`config.mk`:
```
export PLATFORM = sky130hd
export DESIGN_NAME = can_bit_timer
export DESIGN_NICKNAME = d
export VERILOG_FILES = /design/src/rtl/can_btu_pkg.sv /design/src/rtl/can_btu_datapath.sv /design/src/rtl/can_btu_ctrl.sv /design/src/rtl/can_bit_timer.sv
export SDC_FILE = /design/constraint.sdc
export NUM_CORES = 1
export LEC_CHECK = 0
export BUFFER_PORTS_ARGS = -buffer_cell sky130_fd_sc_hd__buf_2
export CORE_ASPECT_RATIO = 0.5
export CORE_UTILIZATION = 55
export DETAILED_ROUTE_END_ITERATION = 16
export HOLD_SLACK_MARGIN = 0.05
export PLACE_DENSITY = 0.76
export SLEW_MARGIN = 20
export SYNTH_ARGS = -nofsm -noshare
export SYNTH_HDL_FRONTEND = slang
export SYNTH_SLANG_ARGS = --single-unit
```
`constraint.sdc`:
```
create_clock -name clk -period 8.85 [get_ports clk]
set_clock_uncertainty 0.2 [all_clocks]
set_input_delay 0.885 -clock clk [delete_from_list [all_inputs] [get_ports clk]]
set_output_delay 0.885 -clock clk [all_outputs]
set_load 0.005 [all_outputs]
```
`src/rtl/can_btu_pkg.sv`:
```
package can_btu_pkg;

  typedef enum logic [1:0] {
    PH_SYNC = 2'd0,
    PH_SEG1 = 2'd1,
    PH_SEG2 = 2'd2
  } btuPhase_e;

  // strobes from the control to the datapath
  typedef struct packed {
    logic hardSync;
    logic sampleNow;
    logic txNow;
  } btuStrobe_t;

endpackage

```
`src/rtl/can_btu_datapath.sv`:
```
module can_btu_datapath
  import can_btu_pkg::*;
#(
  parameter int PRE_W = 6
) (
  input  logic             clk,
  input  logic             rstN,
  input  logic             rxBit,
  input  logic [PRE_W-1:0] cfgPrescale,
  input  btuStrobe_t       ctl,
  output logic             tqTick,
  output logic             fallEdge,
  output logic             riseEdge,
  output logic             tqStrobe,
  output logic             sampleStrobe,
  output logic             sampleBit,
  output logic             txPointStrobe
);

  logic [PRE_W-1:0] preCnt;
  logic             rxPrev;

  assign tqTick   = (preCnt >= cfgPrescale);
  assign fallEdge = rxPrev & ~rxBit;
  assign riseEdge = ~rxPrev & rxBit;

  always_ff @(posedge clk or negedge rstN) begin
    if (!rstN) begin
      preCnt <= '0;
      rxPrev <= 1'b1;
    end else begin
      rxPrev <= rxBit;
      if (ctl.hardSync || tqTick) preCnt <= '0;
      else                        preCnt <= preCnt + PRE_W'(1);
    end
  end

  always_ff @(posedge clk or negedge rstN) begin
    if (!rstN) begin
      tqStrobe      <= 1'b0;
      sampleStrobe  <= 1'b0;
      sampleBit     <= 1'b1;
      txPointStrobe <= 1'b0;
    end else begin
      tqStrobe      <= tqTick & ~ctl.hardSync;
      sampleStrobe  <= ctl.sampleNow;
      txPointStrobe <= ctl.txNow;
      if (ctl.sampleNow) sampleBit <= rxBit;
    end
  end


  hard_restart_chk: assert property (@(posedge clk) disable iff (!rstN)
    ctl.hardSync |=> (preCnt == '0));


  strobe_exclusive_chk: assert property (@(posedge clk) disable iff (!rstN)
    !(sampleStrobe && txPointStrobe));


  sample_on_quantum_chk: assert property (@(posedge clk) disable iff (!rstN)
    sampleStrobe |-> tqStrobe);

endmodule

```
`src/rtl/can_btu_ctrl.sv`:
```
module can_btu_ctrl
  import can_btu_pkg::*;
#(
  parameter int SJW_W  = 2,
  parameter int SEG1_W = 4,
  parameter int SEG2_W = 3
) (
  input  logic              clk,
  input  logic              rstN,
  input  logic              tqTick,
  input  logic              fallEdge,
  input  logic              riseEdge,
  input  logic              busIdle,
  input  logic              txDominant,
  input  logic              cfgBothEdges,
  input  logic [SJW_W-1:0]  cfgJump,
  input  logic [SEG1_W-1:0] cfgSeg1,
  input  logic [SEG2_W-1:0] cfgSeg2,
  output btuStrobe_t        ctl
);

  localparam int MAX12 = (SEG1_W > SEG2_W) ? SEG1_W : SEG2_W;
  localparam int MAXW  = (MAX12 > SJW_W) ? MAX12 : SJW_W;
  localparam int CNT_W = MAXW + 1;

  btuPhase_e        phase;
  logic [CNT_W-1:0] qIdx, segEnd, segEndNext;
  logic [CNT_W-1:0] sjwLen, lateErr, lateStep, earlyErr, earlyStep;
  logic             resyncOk, edgeSel, hardSync, resyncNow, lastQ;

  assign hardSync  = busIdle & fallEdge;
  assign edgeSel   = fallEdge | (cfgBothEdges & riseEdge);
  assign resyncNow = edgeSel & ~busIdle & ~txDominant & resyncOk & (phase != PH_SYNC);

  // phase error in quanta, clamped to the jump width
  assign sjwLen    = CNT_W'(cfgJump) + CNT_W'(1);
  assign lateErr   = qIdx + CNT_W'(1);
  assign lateStep  = (lateErr < sjwLen) ? lateErr : sjwLen;
  assign earlyErr  = segEnd - qIdx;
  assign earlyStep = (earlyErr < sjwLen) ? earlyErr : sjwLen;

  always_comb begin
    segEndNext = segEnd;
    if (resyncNow) begin
      if (phase == PH_SEG1) segEndNext = segEnd + lateStep;
      else                  segEndNext = segEnd - earlyStep;
    end
  end

  assign lastQ         = (qIdx >= segEndNext);
  assign ctl.hardSync  = hardSync;
  assign ctl.sampleNow = tqTick & (phase == PH_SEG1) & lastQ & ~hardSync;
  assign ctl.txNow     = tqTick & (phase == PH_SEG2) & lastQ & ~hardSync;

  always_ff @(posedge clk or negedge rstN) begin
    if (!rstN) begin
      phase    <= PH_SYNC;
      qIdx     <= '0;
      segEnd   <= '0;
      resyncOk <= 1'b0;
    end else if (hardSync) begin
      phase    <= PH_SYNC;
      qIdx     <= '0;
      segEnd   <= '0;
      resyncOk <= 1'b0;
    end else begin
      segEnd <= segEndNext;
      if (resyncNow) resyncOk <= 1'b0;
      if (tqTick) begin
        case (phase)
          PH_SYNC: begin
            phase  <= PH_SEG1;
            qIdx   <= '0;
            segEnd <= CNT_W'(cfgSeg1);
          end
          PH_SEG1: begin
            if (lastQ) begin
              phase    <= PH_SEG2;
              qIdx     <= '0;
              segEnd   <= CNT_W'(cfgSeg2);
              resyncOk <= 1'b1;
            end else begin
              qIdx <= qIdx + CNT_W'(1);
            end
          end
          PH_SEG2: begin
            if (lastQ) begin
              phase  <= PH_SYNC;
              qIdx   <= '0;
              segEnd <= '0;
            end else begin
              qIdx <= qIdx + CNT_W'(1);
            end
          end
          default: begin
            phase <= PH_SYNC;
            qIdx  <= '0;
          end
        endcase
      end
    end
  end


  sync_one_quantum_chk: assert property (@(posedge clk) disable iff (!rstN)
    (phase == PH_SYNC && tqTick && !hardSync) |=> (phase == PH_SEG1 && qIdx == '0));


  hard_sync_phase_chk: assert property (@(posedge clk) disable iff (!rstN)
    hardSync |=> (phase == PH_SYNC && qIdx == '0));


  tx_hold_chk: assert property (@(posedge clk) disable iff (!rstN)
    (txDominant && !hardSync && !tqTick) |=> $stable(segEnd));


  qidx_range_chk: assert property (@(posedge clk) disable iff (!rstN)
    (phase != PH_SYNC) |-> (qIdx <= segEnd));

endmodule

```
`src/rtl/can_bit_timer.sv`:
```
module can_bit_timer
  import can_btu_pkg::*;
#(
  parameter int PRE_W  = 6,
  parameter int SJW_W  = 2,
  parameter int SEG1_W = 4,
  parameter int SEG2_W = 3
) (
  input  logic              clk,
  input  logic              rstN,
  input  logic              rxBit,
  input  logic              busIdle,
  input  logic              txDominant,
  input  logic [PRE_W-1:0]  cfgPrescale,
  input  logic [SJW_W-1:0]  cfgJump,
  input  logic [SEG1_W-1:0] cfgSeg1,
  input  logic [SEG2_W-1:0] cfgSeg2,
  input  logic              cfgBothEdges,
  output logic              tqStrobe,
  output logic              sampleStrobe,
  output logic              sampleBit,
  output logic              txPointStrobe
);

  btuStrobe_t ctl;
  logic       tqTick, fallEdge, riseEdge;

  can_btu_datapath #(.PRE_W(PRE_W)) u_datapath (
    .clk          (clk),
    .rstN         (rstN),
    .rxBit        (rxBit),
    .cfgPrescale  (cfgPrescale),
    .ctl          (ctl),
    .tqTick       (tqTick),
    .fallEdge     (fallEdge),
    .riseEdge     (riseEdge),
    .tqStrobe     (tqStrobe),
    .sampleStrobe (sampleStrobe),
    .sampleBit    (sampleBit),
    .txPointStrobe(txPointStrobe)
  );

  can_btu_ctrl #(.SJW_W(SJW_W), .SEG1_W(SEG1_W), .SEG2_W(SEG2_W)) u_ctrl (
    .clk         (clk),
    .rstN        (rstN),
    .tqTick      (tqTick),
    .fallEdge    (fallEdge),
    .riseEdge    (riseEdge),
    .busIdle     (busIdle),
    .txDominant  (txDominant),
    .cfgBothEdges(cfgBothEdges),
    .cfgJump     (cfgJump),
    .cfgSeg1     (cfgSeg1),
    .cfgSeg2     (cfgSeg2),
    .ctl         (ctl)
  );

endmodule

```
==> metrics.md, run 1 <==
| Metric | Value |
|---|---|
| Worst hold-check path type | reg -> reg |
| Hold Fails Final Rpt | 0 |
| Post-synthesis sequential area ratio | 29.6% |
| Unrepaired setup endpoints after global routing | false |
| Die extent in y | 45.0 microns |
| Initial core utilization | 58.4% |
| Hpwl dp | 3470 microns |
| Total clock sinks | 24 |
| TritonCTS clock tree | yes |
| Post-Syn Nets | 273 |
| Clk root buf | clkbuf_8 |
| Worst-skew pair later-pin latency | 0.27 ns |
| Syn avg cell area | 9.35 sq um |
| Detailed Route Iter0 Violations | 102 |
| Critical path startpoint category | register |
| Vias in the first global route | 1,681 |
| Synthesized area | 0.00204 sq mm |
| Vias per inst | 5.77 |
| Synth top cells by count | 32 x ha_1, 23 x inv_1, 22 x dfrtp_1 |
| Worst hold slack | 0.303 ns |
| Layout cells sized above 1 | 14.3% |
| Die Width | 88.1 microns |
| FF-to-FF Start | u_ctrl.qIdx[0] |
| Count leader, synth | ha_1 |
| Routed via count | 1,702 |
| Pin count of the biggest net entering global routing | 25 |
| Initial antenna violation count | 0 |
| Overall Global Routing Usage | 24.3% |
| Post-Syn Instances | 218 |
| R2R Setup Slk | 2.59 ns |
| Share of the synthesized area in the top cell type | 27.0% |
| Hold Crit Endpoint | u_datapath.preCnt[0] |
| Synth area leader | dfrtp_1 |
| Asr flop ratio synth | 100% |
| Post-CTS sizing | 0 |
| Layout area overhead | 11.4% |
| #FFs+latches synth | 24 |
| Post-synth EDFFs | 0 |
| Setup Buffers After CTS | 0 |
| Antenna Cells | 0 |
| IR Drop Worst-Case VDD | 158 uV |
| CTS H-tree lvls | 1 |
| # DRC | 0 |
| Port-buffer cells | 24 |
| Least-Margin Pin Slew | 0.669 ns |
| 1st-pass router iterations | 4 |
| Minimum clock period | 6.26 ns |
| Main synth FF type | dfrtp_1 |
| Std cell rows | 15 |
| Slew Viols, Final | 0 |
| IO Pins | 25 |
| Post-route ant nets | 0 |
| Core area | 0.00349 sq mm |
| Post-Synth Adder-Cell Area | 21.6% |
| Gr ovfl total | 0 |
| Critical Path Max Stage Delay | 0.49 ns |
| CP required | 8.81 ns |
| Pwr dens | 354 mW/mm^2 |
| Max-cap violations | 0 |
| Worst reg2reg path endpoint | u_ctrl.segEnd[0] |
| Area of the die | 0.00397 sq mm |
| Leakage | 1.15 nW |
| Longest Clk Path Bufs | 2 |
| Net count, final | 300 |
| Largest family of logic cells by synthesized area | adder cells |
| Hold Buf Count CTS | 0 |
| Post-Synth XOR/XNOR Area | 4.73% |
| Critical path endpoint category | register |
| Crit Path Max Fanout | 7 |
| Slew headroom | 54.8% |
| Status | finished clean |
| Peak Freq | 0.160 GHz |
| Compound-Gate Fraction of Synth Area | 17.8% |
| WS Path Type | reg -> reg |
| Worst EP arrival | 6.22 ns |
| Cell repeated most along the worst path | ha_1 |
| R2R depth | 25 |
| Hold depth | 1 |
| Slowest cell on crit path | dfrtp_1 |
| First-pass GRT wire length | 7340 microns |
| Critical Path Source | u_ctrl.qIdx[0] |
| Post-Synth Simple-Gate Area | 17.1% |
| WL per Instance | 14.6 microns |
| Setup-failing EPs final | 0 |
| Proportion of synthesized area in mux cells | 4.60% |
| GPL Wtd Cong | 0.850 |
| Top cells by area, synth | dfrtp_1 27%, ha_1 20%, inv_1 4.2%, a21o_1 3.7%, nor2_1 3.1% |
| Hold path startpoint | u_datapath.preCnt[0] |
| Routed Wire Length | 4310 microns |
| Unique masters post-synth | 39 |
| Clk slew on worst S/H paths | 0.09 ns |
| Setup TNS | 0 ns |
| Num CTS Buffers | 3 |
| Synth warnings | 0 |
| Fin crit share | 70.7% |
## metrics by stage
step	cell area, sq um	util [%]	setup WS, ns	instances	power [mW]
3_3_place_gp	2210	63.4	2.62	291	0.699
4_1_cts	2270	65.0	2.61	295	0.800
5_1_grt	2270	65.0	2.23	295	0.883
3_5_place_dp	2210	63.4	2.50	291	0.723
6_report	2270	65.0	2.59	295	0.804
2_1_floorplan	2040	-	3.00	218	0.607
## layout by cell type, fill, tap and decap left out, drive strengths merged, types with 2 or more instances in the layout
cell type | Yosys | final
ha | 32 | 32
buf | 0 | 24
inv | 23 | 23
dfrtp | 22 | 22
nor2 | 17 | 17
a21oi | 12 | 12
nand3 | 11 | 11
a21o | 10 | 10
o21ai | 8 | 8
nand2b | 6 | 6
xnor2 | 6 | 6
a31oi | 6 | 6
mux2i | 6 | 6
nand2 | 6 | 6
xor2 | 5 | 5
nor2b | 4 | 4
clkbuf | 2 | 4
and3 | 4 | 4
and2 | 3 | 3
mux2 | 3 | 3
nand4b | 3 | 3
a221o | 3 | 3
and3b | 2 | 2
nor4b | 2 | 2
nor3 | 2 | 2
a211oi | 2 | 2
o21a | 2 | 2
a211o | 2 | 2
a41oi | 2 | 2
o22ai | 2 | 2
fa | 2 | 2
dfstp | 2 | 2
## how the worst max path moves through the flow
stage	depth (start not counted)	end	slack [ns]
floorplan	24	u_ctrl.segEnd[0]	3.00
global route	25	u_ctrl.segEnd[0]	2.23
detailed placement	25	u_ctrl.segEnd[0]	2.50
finish	25	u_ctrl.segEnd[0]	2.59
global placement	25	u_ctrl.segEnd[0]	2.62
CTS	25	u_ctrl.segEnd[0]	2.61
## worst max-delay path: cells and delay by family (launching register included)
family / cells / cell delay, ns
compound gates: 9 / 2.02
fa+ha+maj: 6 / 1.98
simple gates: 6 / 0.70
flops: 1 / 0.49
mux: 1 / 0.32
xor+xnor: 1 / 0.28
buf+inv: 2 / 0.14
## layout make-up
type                    instances  area, sq um
fillers                       300         1220
well taps                      51         63.8
multi-input cells             169         1340
repair buffers                 24          120
flip-flops and latches         24          603
clock buffers                   4         55.1
inverters                      23         86.3
## kinds of logic after synthesis
family | after synthesis
mux | 9
simple gates | 63
buf+inv | 25
compound gates | 52
xor+xnor | 11
fa+ha+maj | 34
flops | 24
## state kept, by name (all words and copies together), names as in the netlist
| name | count |
|---|---|
| u_ctrl.segEnd | 5 |
| u_ctrl.qIdx | 5 |
| u_ctrl.phase | 2 |
| u_datapath.txPointStrobe | 1 |
| u_datapath.preCnt | 6 |
| u_datapath.rxPrev | 1 |
| u_ctrl.resyncOk | 1 |
| u_datapath.sampleStrobe | 1 |
| u_datapath.sampleBit | 1 |
| u_datapath.tqStrobe | 1 |
## report_power, final
part	internal (mW)	switching, mW
Combinational	0.254	0.300
Sequential	0.141	0.0334
Clock	0.0398	0.0360
Total	0.435	0.370
## layer usage
layer	vias to the layer above	global-route usage (%)	routed length [microns]
met5	-	0	0
met2	43	43.1	2040
li1	837	-	-
met3	3	4.20	196
met1	819	33.0	2070
met4	0	2.58	10
No activity file was read; power rests on OpenSTA's default activity.
==> run 2: changes to the inputs <==
--- a/config.mk
+++ b/config.mk
@@ -5,6 +5,7 @@
 export SDC_FILE = /design/constraint.sdc
 export NUM_CORES = 1
 export LEC_CHECK = 0
+export ABC_AREA = 1
 export BUFFER_PORTS_ARGS = -buffer_cell sky130_fd_sc_hd__buf_2
 export CORE_ASPECT_RATIO = 0.5
 export CORE_UTILIZATION = 55
==> constraint.sdc (replaced) <==
create_clock -name clk -period 5.8 [get_ports clk]
set_clock_uncertainty 0.2 [all_clocks]
set_input_delay 0.58 -clock clk [delete_from_list [all_inputs] [get_ports clk]]
set_output_delay 0.58 -clock clk [all_outputs]
set_load 0.005 [all_outputs]
==> metrics.md, run 2 <==
| Metric | Value |
|---|---|
| Status | finished clean |
| Clk slew on worst S/H paths | 0.08 ns (about the same) |
| Critical path startpoint category | register |
| Synth area leader | dfrtp_1 |
| Highest-count cells in the layout ignoring fill and taps | 50 x inv_1, 43 x nand2_1, 32 x ha_1, 24 x buf_2, 21 x dfrtp_1 |
| Count leader, synth | inv_1 |
| Initial core utilization | 59.3% (+0.94 points) |
| Layout area overhead | 12.2% |
| Most flops, register | u_datapath.preCnt |
| Leakage | 1.30 nW (+13%) |
| Commonest non-fill, non-tap cell in the layout | inv_1 |
| Asr flop ratio synth | 100% (unchanged) |
| Antenna Cells | 0 (unchanged) |
| Setup-failing EPs final | 0 (unchanged) |
| Post-synthesis sequential area ratio | 28.7% (-0.93 points) |
| Core area | 0.00355 sq mm (+1.6%) |
| TritonCTS clock tree | yes |
| Gr ovfl total | 0 (unchanged) |
| Routed via count | 1,836 (+7.9%) |
| Largest registers | u_datapath.preCnt: 6 flops, u_ctrl.qIdx: 5 flops, u_ctrl.segEnd: 5 flops |
| Slew Viols, Final | 0 (unchanged) |
| Std cell rows | 15 (unchanged) |
| Area of the die | 0.00409 sq mm (+3.1%) |
| CTS H-tree lvls | 1 (unchanged) |
| Max layer used | met4 |
| Met2 WL | 2010 microns (-1.2%) |
| #FFs+latches synth | 24 (unchanged) |
| Top cells by area, synth | dfrtp_1 26%, ha_1 19%, inv_1 8.9%, nand2_1 7.7%, nand3_1 4.5% |
| Pwr dens | 502 mW/mm^2 (+42%) |
| Critical Path Max Stage Delay | 0.43 ns (-0.06 ns) |
| Unique masters post-synth | 35 (-10%) |
| Longest Clk Path Bufs | 2 (unchanged) |
| Synthesized area | 0.00210 sq mm (+3.3%) |
| Slowest cell on crit path | fa_1 |
| Routed wl met3 | 254 microns (+30%) |
| Overall Global Routing Usage | 24.6% (+0.32 points) |
| Num CTS Buffers | 3 (unchanged) |
| Syn avg cell area | 7.88 sq um (-16%) |
| Clk root buf | clkbuf_8 |
| Hpwl dp | 3630 microns (+4.4%) |
| Max-cap violations | 0 (unchanged) |
| Post-route ant nets | 0 (unchanged) |
| Worst-skew pair later-pin latency | 0.27 ns (about the same) |
| CP required | 5.74 ns (-3.07 ns) |
| Unrepaired setup endpoints after global routing | false |
| Worst EP arrival | 5.26 ns (-0.96 ns) |
| Slew headroom | 64.2% (+9.4 points) |
| Net count, final | 350 (+17%) |
| Total clock sinks | 24 (unchanged) |
| Pin count of the biggest net entering global routing | 25 (unchanged) |
| Setup TNS | 0 ns (unchanged) |
| WL per Instance | 12.8 microns (-13%) |
| Minimum clock period | 5.32 ns (-0.936 ns) |
| R2R depth | 33 (+32%) |
| Routed Wire Length | 4400 microns (+2.0%) |
| First-pass GRT wire length | 7220 microns (-1.6%) |
| 1st-pass router iterations | 4 (unchanged) |
| Hold Fails Final Rpt | 0 (unchanged) |
| Die Width | 89.5 microns (+1.6%) |
| Vias per inst | 5.32 (-7.8%) |
| Crit Path Max Fanout | 5 (-2) |
| Number of flip-flops in the largest register | 6 (unchanged) |
| WL met1 | 2080 microns (+0.48%) |
| Worst hold-check path type | in -> async |
| Critical path endpoint category | register |
| Vias in the first global route | 1,607 (-4.4%) |
| Placed insts | 341 (+17%) |
| Main synth FF type | dfrtp_1 |
| Synth warnings | 0 (unchanged) |
| IR Drop Worst-Case VDD | 280 uV (+77%) |
| IO Pins | 25 (unchanged) |
| Post-Syn Nets | 322 (+18%) |
| Initial antenna violation count | 0 (unchanged) |
| Least-Margin Pin Slew | 0.537 ns (-0.132 ns) |
| Peak Freq | 0.188 GHz (+18%) |
| Worst hold slack | 0.0788 ns (-0.225 ns) |
| GPL Wtd Cong | 0.871 (+2.4%) |
| Post-synth EDFFs | 0 (unchanged) |
| Final Non-Filler Cells | 345 (+17%) |
| Synth top cells by count | 50 x inv_1, 43 x nand2_1, 32 x ha_1 |
| Share of the synthesized area in the top cell type | 26.2% (-0.85 points) |
| WS Path Type | reg -> reg |
| Detailed Route Iter0 Violations | 112 (+9.8%) |
| Layout cells sized above 1 | 18.4% (+4.0 points) |
| Port-buffer cells | 24 (unchanged) |
| # DRC | 0 (unchanged) |
| Die extent in y | 45.7 microns (+1.5%) |
| Fin crit share | 91.8% (+21 points) |
| Post-Syn Instances | 267 (+22%) |
-- run 2: cell count changes after synthesis, moves of 6 or more --
cell | before | now
nand2_1 | 6 | 43
inv_1 | 23 | 50
o21ai_0 | 6 | 16
a21o_1 | 10 | 1
nand3_1 | 11 | 19
nand2_2 | 0 | 6
nand2b_1 | 6 | 0
-- run 2: stage by stage --
step	utilization [%]	area [sq um]	setup slack, ns	total power [mW]
6_report	66.6	2360	0.478	1.19
5_1_grt	66.6	2360	0.0264	1.32
4_1_cts	66.0	2340	0.323	1.17
3_5_place_dp	64.4	2280	0.336	1.05
3_3_place_gp	64.4	2280	0.609	1.01
2_1_floorplan	-	2100	0.910	0.879
-- run 2: power breakdown --
group          internal, mW  switching, mW
sequential            0.214         0.0435
combinational         0.328          0.484
clock                0.0607         0.0542
-- run 2: metal layers --
metal	track usage (%)	up-vias
met5	0	-
met2	42.3	53
met3	5.07	7
li1	-	933
met4	6.98	0
met1	32.2	843
-- run 2: final timing paths --
| path | startpoint | to | slack, ns |
|---|---|---|---|
| max in group asynchronous | rstN | u_ctrl.qIdx[0] | 4.93 |
| max reg2reg | u_ctrl.segEnd[0] | u_ctrl.segEnd[3] | 0.48 |
| min in group clk | rxBit | u_datapath.rxPrev | 0.23 |
| min reg2reg | u_datapath.preCnt[0] | u_datapath.preCnt[0] | 0.29 |
| max | u_ctrl.segEnd[0] | u_ctrl.segEnd[3] | 0.48 |
| min | rstN | u_datapath.sampleStrobe | 0.08 |
-- run 2: cell type report --
type / count / area, sq um
multi-input combinational: 189 / 1320
timing repair buffer: 24 / 120
inverter: 53 / 199
tap: 51 / 63.8
clock buffer: 4 / 55.1
fill: 310 / 1180
sequential: 24 / 604
-- run 2: timing repair --
action | 4_1_cts | 5_1_grt
resized for setup | 0 | 6
endpoints found under the setup margin | 0 | 7
buffers inserted | 0 | 0
hold buffers | 0 | 0
-- run 2: cell families after synthesis --
kind of cell             count (synthesis)  synth area share [%]
AND/OR/NAND/NOR                        102                  24.1
buffers and inverters                   54                  9.63
AO/OA/AOI/OAI                           42                  11.9
adder cells (fa/ha/maj)                 34                  20.9
flip-flops                              24                  28.7
XOR/XNOR                                 8                  3.33
multiplexers                             3                  1.43
-- run 2: worst max-delay path, delay by kind of cell (launching register included) --
kind / cells / cell delay [ns]
xor+xnor: 1 / 0.21
flops: 1 / 0.41
simple gates: 13 / 1.36
compound gates: 7 / 1.09
buf+inv: 6 / 0.34
fa+ha+maj: 6 / 1.59
==> run 3: changes to the inputs <==
--- a/config.mk
+++ b/config.mk
@@ -11,7 +11,9 @@
 export CORE_UTILIZATION = 55
 export DETAILED_ROUTE_END_ITERATION = 16
 export HOLD_SLACK_MARGIN = 0.05
+export MAX_ROUTING_LAYER = met4
 export PLACE_DENSITY = 0.76
+export RECOVER_POWER = 25
 export SLEW_MARGIN = 20
 export SYNTH_ARGS = -nofsm -noshare
 export SYNTH_HDL_FRONTEND = slang
==> metrics.md, run 3 (synthesis gave the netlist of run 2 again) <==
| Metric | Value |
|---|---|
| Core Util, Final | 66.5% (-0.071 points) |
| Leakage | 1.29 nW (-0.42%) |
| Routed Wire Length | 4430 microns (+0.68%) |
| Longest Clk Path Bufs | 2 (unchanged) |
| Hold path startpoint | rxBit |
| Std cell rows | 15 (unchanged) |
| Most flops, register | u_datapath.preCnt |
| Routed via count | 1,838 (+0.11%) |
| Slew Viols, Final | 0 (unchanged) |
| Fin crit share | 91.9% (+0.14 points) |
| Critical Path Max Stage Delay | 0.43 ns (about the same) |
| Clk root buf | clkbuf_8 |
| Crit Path Max Fanout | 5 (unchanged) |
| # DRC | 0 (unchanged) |
| 1st-pass router iterations | 4 (unchanged) |
| Core area | 0.00355 sq mm (unchanged) |
| Hold Fails Final Rpt | 0 (unchanged) |
| Antenna Cells | 0 (unchanged) |
| Highest-count cells in the layout ignoring fill and taps | 50 x inv_1, 43 x nand2_1, 32 x ha_1, 22 x buf_2, 21 x dfrtp_1 |
| Net count, final | 350 (unchanged) |
| IR Drop Worst-Case VDD | 279 uV (-0.42%) |
| WL per Instance | 12.8 microns (+0.68%) |
| Num CTS Buffers | 3 (unchanged) |
| WP buf/inv | 6 (unchanged) |
| Worst EP arrival | 5.28 ns (+0.02 ns) |
| Setup-failing EPs final | 0 (unchanged) |
| Peak Freq | 0.188 GHz (-0.15%) |
| Total clock sinks | 24 (unchanged) |
| Hold Crit Endpoint | u_datapath.rxPrev |
| Least-Margin Pin Slew | 1.29 ns (+0.753 ns) |
| Port-buffer cells | 24 (unchanged) |
| Kind of cell adding the most delay to the critical path | adder cells |
| Hpwl dp | 3630 microns (unchanged) |
| IO Pins | 25 (unchanged) |
| Area occupied by multi-input gates | 0.00132 sq mm (unchanged) |
| CP required | 5.75 ns (about the same) |
| R2R depth | 33 (unchanged) |
| GPL Wtd Cong | 0.885 (+1.6%) |
| Final worst setup slack | 0.470 ns (-0.00814 ns) |
| Slowest cell on crit path | fa_1 |
| Setup TNS | 0 ns (unchanged) |
| Layout fillers | 311 (+0.32%) |
| TritonCTS clock tree | yes |
| R2R Setup Slk | 0.47 ns (about the same) |
| WS Path Type | reg -> reg |
| Vias per inst | 5.33 (+0.11%) |
| Detailed Route Iter0 Violations | 91 (-19%) |
| Post-route ant nets | 0 (unchanged) |
| Slew headroom | 14.0% (-50 points) |
| Unrepaired setup endpoints after global routing | false |
| Initial core utilization | 59.3% (unchanged) |
| Hold Buf Count CTS | 0 (unchanged) |
| Pwr dens | 503 mW/mm^2 (+0.24%) |
| Hold depth | 1 |
| Layout area overhead | 12.1% |
| First-pass GRT wire length | 7220 microns (unchanged) |
| Post-CTS sizing | 0 (unchanged) |
| Storage cell area | 604 sq um (unchanged) |
| Initial antenna violation count | 0 (unchanged) |
| Clk slew on worst S/H paths | 0.08 ns (about the same) |
| Commonest non-fill, non-tap cell in the layout | inv_1 |
| Worst hold slack | 0.218 ns (+0.139 ns) |
| Minimum clock period | 5.33 ns (+0.00814 ns) |
| Worst hold-check path type | in -> reg |
| Status | finished clean |
| Number of flip-flops in the largest register | 6 (unchanged) |
| Critical path endpoint category | register |
| Die Width | 89.5 microns (unchanged) |
| Gr ovfl total | 0 (unchanged) |
| Vias in the first global route | 1,616 (+0.56%) |
| FF-to-FF Start | u_ctrl.segEnd[0] |
| Setup Buffers After CTS | 0 (unchanged) |
| Overall Global Routing Usage | 25.3% (+0.71 points) |
| Pin count of the biggest net entering global routing | 25 (unchanged) |
| Layout cells sized above 1 | 17.7% (-0.68 points) |
| Die extent in y | 45.7 microns (unchanged) |
| Worst-skew pair later-pin latency | 0.27 ns (about the same) |
| Post-place setup slack | 0.336 ns (unchanged) |
| CTS H-tree lvls | 1 (unchanged) |
| Critical path startpoint category | register |
| Max-cap violations | 0 (unchanged) |
| Largest registers | u_datapath.preCnt: 6 flops, u_ctrl.qIdx: 5 flops, u_ctrl.segEnd: 5 flops |
| Worst reg2reg path endpoint | u_ctrl.segEnd[3] |
| Area of the die | 0.00409 sq mm (unchanged) |
run 3: layer usage:
layer | vias up | global-route usage (%) | share of wire (%)
li1 | 932 | - | -
met1 | 846 | 32.2 | 47
met2 | 51 | 42.0 | 45
met3 | 9 | 5.07 | 6.7
met4 | 0 | 6.98 | 1.3
met5 | - | - | 0
run 3: power breakdown:
part	switching, mW	internal, mW	total [mW]
Sequential	0.0434	0.214	0.257
Combinational	0.485	0.328	0.813
Clock	0.0555	0.0608	0.116
run 3: how the worst max path moves through the flow:
| stage | from | end | slack, ns | cells past startpoint |
|---|---|---|---|---|
| 2_1_floorplan | u_ctrl.qIdx[0] | u_ctrl.segEnd[1] | 0.91 | 31 |
| 3_3_place_gp | u_ctrl.qIdx[0] | u_ctrl.segEnd[3] | 0.61 | 31 |
| 3_5_place_dp | u_ctrl.qIdx[0] | u_ctrl.segEnd[3] | 0.34 | 32 |
| 4_1_cts | u_ctrl.qIdx[0] | u_ctrl.segEnd[3] | 0.32 | 32 |
| 5_1_grt | u_ctrl.segEnd[0] | u_ctrl.segEnd[3] | 0.03 | 36 |
| 6_report | u_ctrl.segEnd[0] | u_ctrl.segEnd[3] | 0.47 | 33 |
run 3: layout make-up:
type                    instances  share of cell area (%)
clock buffers                   4                    2.33
inverters                      53                    8.43
multi-input cells             189                    55.9
flip-flops and latches         24                    25.6
well taps                      51                    2.70
repair buffers                 24                    4.98
run 3: metrics by stage:
stage	power, mW	cell area [sq um]	std cells
2_1_floorplan	0.879	2100	267
3_3_place_gp	1.01	2280	341
3_5_place_dp	1.05	2280	341
4_1_cts	1.17	2340	345
5_1_grt	1.32	2360	345
6_report	1.19	2360	345
run 3: worst reg2reg max path: cells and delay by family (launching register included):
family                   cells  cell delay (ns)
XOR/XNOR                     1             0.21
buffers and inverters        6             0.34
AND/OR/NAND/NOR             13             1.36
adder cells (fa/ha/maj)      6             1.59
flip-flops                   1             0.41
AO/OA/AOI/OAI                7             1.10
